### src/rtl/sfp_pkg.sv
package sfp_pkg;
  // Clearing steps are honoured outside a break, or inside one when enabled.
  function automatic logic clear_allowed(input logic brk, input logic en);
    return !brk || en;
  endfunction

  // Next flag value: set has priority over clear.
  function automatic logic flag_next(input logic cur, input logic set, input logic clr);
    return set || (cur && !clr);
  endfunction
endpackage

### src/rtl/sfp_ctrl.sv
module sfp_ctrl (
  input  logic clk,
  input  logic rst_n,
  input  logic cfg_we,
  input  logic cfg_val,
  input  logic brk_act,
  output logic clr_en_o,
  output logic allow_o
);
  import sfp_pkg::*;

  logic en_q;

  always_ff @(posedge clk or negedge rst_n) begin
    if (!rst_n)      en_q <= 1'b0;
    else if (cfg_we) en_q <= cfg_val;
  end

  assign clr_en_o = en_q;
  assign allow_o  = clear_allowed(brk_act, en_q);

  // a configuration write lands on the next clock
  a_r8_cfg_load: assert property (@(posedge clk) disable iff (!rst_n)
    cfg_we |=> (clr_en_o == $past(cfg_val)));
  a_r8_cfg_hold: assert property (@(posedge clk) disable iff (!rst_n)
    !cfg_we |=> $stable(clr_en_o));
endmodule

### src/rtl/sfp_flag_cell.sv
module sfp_flag_cell (
  input  logic clk,
  input  logic rst_n,
  input  logic allow,
  input  logic set_evt,
  input  logic stat_rd,
  input  logic data_acc,
  output logic flag_o
);
  import sfp_pkg::*;

  logic flag_q;
  logic armed_q;
  logic arm_go;
  logic clear_go;

  // Named internal events for the assertions.
  assign arm_go   = allow && stat_rd && flag_q;
  assign clear_go = allow && data_acc && armed_q;

  always_ff @(posedge clk or negedge rst_n) begin
    if (!rst_n) begin
      flag_q  <= 1'b0;
      armed_q <= 1'b0;
    end else begin
      flag_q  <= flag_next(flag_q, set_evt, clear_go);
      armed_q <= !clear_go && (armed_q || arm_go);
    end
  end

  assign flag_o = flag_q;

  // a set event always lands
  a_r2_set_lands: assert property (@(posedge clk) disable iff (!rst_n)
    set_evt |=> flag_o);
  // an armed access clears when no set collides
  a_r3_clear_done: assert property (@(posedge clk) disable iff (!rst_n)
    (clear_go && !set_evt) |=> !flag_o);
  // a collision drops the arming
  a_r5_drop_arm: assert property (@(posedge clk) disable iff (!rst_n)
    (clear_go && set_evt) |=> (flag_o && !armed_q));
  // frozen steps leave flag and arming untouched
  a_r6_freeze: assert property (@(posedge clk) disable iff (!rst_n)
    (!allow && !set_evt) |=> ($stable(flag_o) && $stable(armed_q)));
  // arming only exists on a set flag
  a_r4_arm_needs_flag: assert property (@(posedge clk) disable iff (!rst_n)
    armed_q |-> flag_q);
endmodule

### src/rtl/sfp_status_bank.sv
module sfp_status_bank #(
  parameter int NFLAGS = 6
) (
  input  logic              clk,
  input  logic              rst_n,
  input  logic [NFLAGS-1:0] set_evt,
  input  logic              stat_rd,
  input  logic              data_acc,
  input  logic              brk_act,
  input  logic              cfg_we,
  input  logic              cfg_val,
  output logic              clr_en,
  output logic [NFLAGS-1:0] flags
);
  logic allow;

  sfp_ctrl u_ctrl (
    .clk      (clk),
    .rst_n    (rst_n),
    .cfg_we   (cfg_we),
    .cfg_val  (cfg_val),
    .brk_act  (brk_act),
    .clr_en_o (clr_en),
    .allow_o  (allow)
  );

  for (genvar i = 0; i < NFLAGS; i++) begin : g_flag
    sfp_flag_cell u_cell (
      .clk      (clk),
      .rst_n    (rst_n),
      .allow    (allow),
      .set_evt  (set_evt[i]),
      .stat_rd  (stat_rd),
      .data_acc (data_acc),
      .flag_o   (flags[i])
    );
  end

  // flags are clear right after reset
  a_r1_reset_clear: assert property (@(posedge clk)
    $rose(rst_n) |-> (flags == '0));
  // set events act even during a break
  a_r9_set_in_break: assert property (@(posedge clk) disable iff (!rst_n)
    (brk_act && (set_evt != '0)) |=> ((flags & $past(set_evt)) == $past(set_evt)));
endmodule

### config.mk
export PLATFORM = sky130hd
export DESIGN_NAME = sfp_status_bank
export DESIGN_NICKNAME = d
export VERILOG_FILES = /design/src/rtl/sfp_pkg.sv /design/src/rtl/sfp_ctrl.sv /design/src/rtl/sfp_flag_cell.sv /design/src/rtl/sfp_status_bank.sv
export SDC_FILE = /design/constraint.sdc
export NUM_CORES = 1
export LEC_CHECK = 0
export BUFFER_PORTS_ARGS = -buffer_cell sky130_fd_sc_hd__buf_4
export CAP_MARGIN = 5
export CORE_AREA = 2 2 39 41
export CTS_CLUSTER_SIZE = 10
export DETAILED_ROUTE_END_ITERATION = 8
export DIE_AREA = 0 0 41 43
export GPL_TIMING_DRIVEN = 0
export PLACE_DENSITY = 0.71
export SLEW_MARGIN = 5
export SYNTH_ARGS = -nofsm -noshare
export SYNTH_HDL_FRONTEND = slang
export SYNTH_SLANG_ARGS = --single-unit
### constraint.sdc
create_clock -name clk -period 3.2 [get_ports clk]
set_input_delay 0.64 -clock clk [delete_from_list [all_inputs] [get_ports clk]]
set_output_delay 0.64 -clock clk [all_outputs]
set_load 0.02 [all_outputs]
# After elaboration in Yosys (flattened, before gate mapping)
# Index checks and enable logic that the tools add are counted.
# Widths: inputs -> output; s select.
dict set report word_totals {
  regBits 13
  output_inout_bits 7
  elab_cells 59
}
dict set report op_classes {
  reduce_logical 46
}
# op count
set op_table {}
lappend op_table {{$logic_and 1x1->1} 26}
lappend op_table {{$logic_or 1x1->1} 13}
lappend op_table {{$logic_not 1->1} 7}

# Depth between registers and ports, before layout
dict set report logic_depth {
  ltp_word 7
  ltp_mapped 4
}

# Cells and area by module
# Synthesis repeated with hierarchy kept, for this count alone.
dict set report hier_totals {
  hier_cells 39
  hier_area_um2 496.7
}
# mod instances cells_per_inst area_per_inst_um2 seq_area_each_um2
set modules_own_cells {}
lappend modules_own_cells {sfp_flag_cell 6 6 75.1 50.0}
lappend modules_own_cells {sfp_ctrl 1 3 46.3 25.0}

# Worst setup path after synthesis
# OpenSTA, ideal clock, no wires.
dict set report synth_timing {
  path_kind {input-to-reg}
  start {in brk_act}
  end {reg g_flag[1].u_cell.flag_q}
  arrival_ps 1122
  slack_ps 1996
  stages 4
  n_path_buf 1
  cell_sequence {nand2b_4 > and2_4 > buf_6 > a31oi_1}
}
dict set report synth_via {
  elab_chain_len 7
}
# item line
set synth_lines {}
lappend synth_lines {{start, declared} sfp_status_bank.sv:9} ;# input logic brk_act,
lappend synth_lines {{$logic_not 1->1} sfp_pkg.sv:4} ;# return !brk || en;
lappend synth_lines {{$logic_or 1x1->1} sfp_pkg.sv:4}
lappend synth_lines {{$logic_and 1x1->1 (2 in a row)} sfp_flag_cell.sv:19} ;# assign clear_go = allow && data_acc && armed_q;
lappend synth_lines {{$logic_not 1->1} sfp_pkg.sv:9} ;# return set || (cur && !clr);
lappend synth_lines {{$logic_and 1x1->1} sfp_pkg.sv:9}
lappend synth_lines {{$logic_or 1x1->1} sfp_pkg.sv:9}
lappend synth_lines {{end signal, assigned} sfp_flag_cell.sv:26} ;# flag_q <= flag_next(flag_q, set_evt, clear_go);
lappend synth_lines {{end, declared} sfp_flag_cell.sv:12} ;# logic flag_q;
# No other way between the ends.
# A chain may end at the register's enable or synchronous reset.

# Final worst setup path
dict set report layout_timing {
  start {reg g_flag[3].u_cell.flag_q}
  end {out flags[3]}
}
# item line
set layout_lines {}
lappend layout_lines {{start, declared} sfp_flag_cell.sv:12}
lappend layout_lines {{start signal, assigned} sfp_flag_cell.sv:26}
lappend layout_lines {{end, declared} sfp_status_bank.sv:13} ;# output logic [NFLAGS-1:0] flags
# No word-level cell between the ends.

==> reports/qor.yml <==
post_synth.cell_area_avg_um2: 11.0
postSynthNetCount: 66
post-cts-setup-buffers: 0
die-width_um: 41
pwr-share-seq_pct: 50.8
global_route.usage.total_pct: 14.3
synthDominantAreaCellType: "sky130_fd_sc_hd__dfrtp_1"
period_minus_slack_ns: 1.60
final_nets: 90
rsz0062_at_grt: "no"
yosys_warnings: 0
setup-violations-final: 0
starting_density_of_the_core_pct: 42.0
grt_first_pass_wirelength_um: 1660
finalHoldViolCount: 0
critical_path.max_stage_delay_ns: 0.40
worstMarginPinSlew_ns: 0.123
skew_pair_late_insertion_delay_ns: 0.28
detail_route.first_pass.iterations: 4
synth_sequential_area_ratio_pct: 56.0
critPathBufInv: 2
clock_tree_from_tritoncts: "yes"
gp_congestion: 0.754
maximum_resistive_drop_on_vdd_mv: 0.303
drt-total-wl_um: 1020
nFillCells: 127
most_frequent_cells_in_the_layout: "sky130_fd_sc_hd__buf_4, sky130_fd_sc_hd__dfrtp_1, sky130_fd_sc_hd__a31oi_1, sky130_fd_sc_hd__inv_1, sky130_fd_sc_hd__nor2_1"
drtIter0Drc: 14
post-layout-total-power_uw: 431
skew_ns: 0.00362
drcViolationCount: 0
timing_worst_setup_path_type: "flop to output port"
cp_data_required_time_ns: 2.56
die_area_um2: 1760
synth_top_cells_by_area: "sky130_fd_sc_hd__dfrtp_1, sky130_fd_sc_hd__a31oi_1, sky130_fd_sc_hd__buf_4"
core_rows: 14
internal_power_uw: 306
critPathTopFamily: "flip-flops"
die_height_um: 43
arrival_ns: 0.96
grt_most_used_layer: "met1"
crit_slowest_cell: "sky130_fd_sc_hd__dfrtp_1"
route.vias.total: 446
placement.io_buffers: 19
status: "completed"
synth_cell_type_count: 12
cp-start-kind: "flop"
timing.critical_path.cells: "buf_4 -> buf_4"
grt_antenna_before_repair: 0
vias_per_cell: 4.85
yosysTopAreaCellShare_pct: 56.0
pwr-share-comb_pct: 25.6
cts-root-buf: "sky130_fd_sc_hd__clkbuf_4"
h-tree-depth: 1
crit_path_frequent_cell: "sky130_fd_sc_hd__buf_4"
post_synth_inst_count: 53
detailedPlacementHpwl_um: 752
period_share_pct: 49.9
maximum_fanout_count_along_the_critical_path: 3
ys_ff_latch: 13
mostFrequentLayoutCell: "sky130_fd_sc_hd__buf_4"
slew_viol_final: 0
worst_slew_margin_rel_pct: 91.6
detail-route-antenna-nets: 0
timing.reg2reg.setup_slack_ns: 2.06
post_route_setup_tns_ns: 0
grt_util_met3_pct: 4.71
grt_start_max_net_pins: 14
clkSlewWorstSetupHoldPaths_ns: 0.08
layout_cells_sized_above_1_pct: 42.1
flow.area_growth_from_synthesis_pct: 32.5
max_cap_viol_count: 0
switching_component_of_the_power_uw: 124
antenna_cells_inserted: 0
grt_pass1_vias: 395
globalRouteOverflowTotal: 0
netSwitchingFraction_pct: 28.9
cts_hold_repair.buffers: 0
leakage_uw: 0.000378
grt_use_met2_pct: 17.5
grtUsageMet1_pct: 20.6
finish.utilization_pct: 55.6
synth_area_um2: 581
powerDensity_nw_per_um2: 560
io_pins: 20
endpoint_kind: "output port"
tritoncts.num_buffers: 3
post_cts_resize_count: 0
cts.path.max_buffers: 2
routed_wire_length_per_instance_um: 11.1
fmax_mhz: 626
clkPwrFrac_pct: 23.6
placeableCoreArea_um2: 1380
clock_sink_count: 13
worstHoldPathType: "input pin to async pin"
-- kinds of logic (layout without fill, tap and decap cells) --
family / Yosys count / after routing / synth area share, %
simple gates: 12 / 12 / 11.2
buf+inv: 13 / 36 / 13.6
flops: 13 / 13 / 56.0
compound gates: 10 / 10 / 10.3
mux: 5 / 5 / 8.84
-- state kept, by name, indices dropped and copies added (netlist names) --
name,cells
g_flag.u_cell.armed_q,6
g_flag.u_cell.flag_o,6
u_ctrl.clr_en_o,1
-- synthesized netlist by cell type, drive strengths merged --
| cell type | n |
|---|---|
| a21oi | 2 |
| a31oi | 8 |
| and2 | 1 |
| buf | 7 |
| dfrtp | 13 |
| inv | 6 |
| mux2 | 1 |
| mux2i | 4 |
| nand2b | 1 |
| nand3 | 4 |
| nor2 | 6 |
-- power by group through the flow --
stage / sequential (uW) / clock, uW / combinational [uW]
finish: 219 / 102 / 110
CTS: 219 / 103 / 112
floorplan: 219 / 0 / 69.0
global placement: 222 / 0 / 108
detailed placement: 222 / 0 / 111
global route: 223 / 113 / 122
-- per-layer routing --
layer | vias to the layer above | routed length (um)
li1 | 223 | -
met1 | 196 | 480
met2 | 23 | 437
met3 | 4 | 81
met4 | 0 | 22
met5 | - | 0
-- worst paths after layout --
path / from / to / cells past startpoint
max: g_flag[3].u_cell.flag_o$_DFF_PN0_ / flags[3] / 2
min: rst_n / g_flag[3].u_cell.flag_o$_DFF_PN0_ / 1
max in group asynchronous: rst_n / g_flag[1].u_cell.flag_o$_DFF_PN0_ / 1
min reg2reg: g_flag[4].u_cell.armed_q$_DFF_PN0_ / g_flag[4].u_cell.flag_o$_DFF_PN0_ / 1
max reg2reg: u_ctrl.clr_en_o$_DFFE_PN0P_ / g_flag[1].u_cell.flag_o$_DFF_PN0_ / 4
min in group clk: g_flag[4].u_cell.armed_q$_DFF_PN0_ / g_flag[4].u_cell.flag_o$_DFF_PN0_ / 1
-- per-stage QoR --
stage | std cells | instance area [um2] | setup slack [ns] | hold slack (ns)
global placement | 88 | 743 | 1.82 | 0.455
floorplan | 53 | 581 | 2.00 | 0.344
CTS | 92 | 769 | 1.59 | 0.190
global route | 92 | 769 | 1.55 | 0.187
finish | 92 | 769 | 1.60 | 0.187
detailed placement | 88 | 743 | 1.80 | 0.462
-- cell type report --
class	instances	area (um2)	share of cell area, %
tap	16	20.0	2.60
sequential	13	325	42.3
buffer	7	56.3	7.32
multi-input combinational	27	176	22.9
clock buffer	4	26.3	3.41
timing repair buffer	19	143	18.5
inverter	6	22.5	2.93
Note: power is estimated with default switching activity, not from simulation.
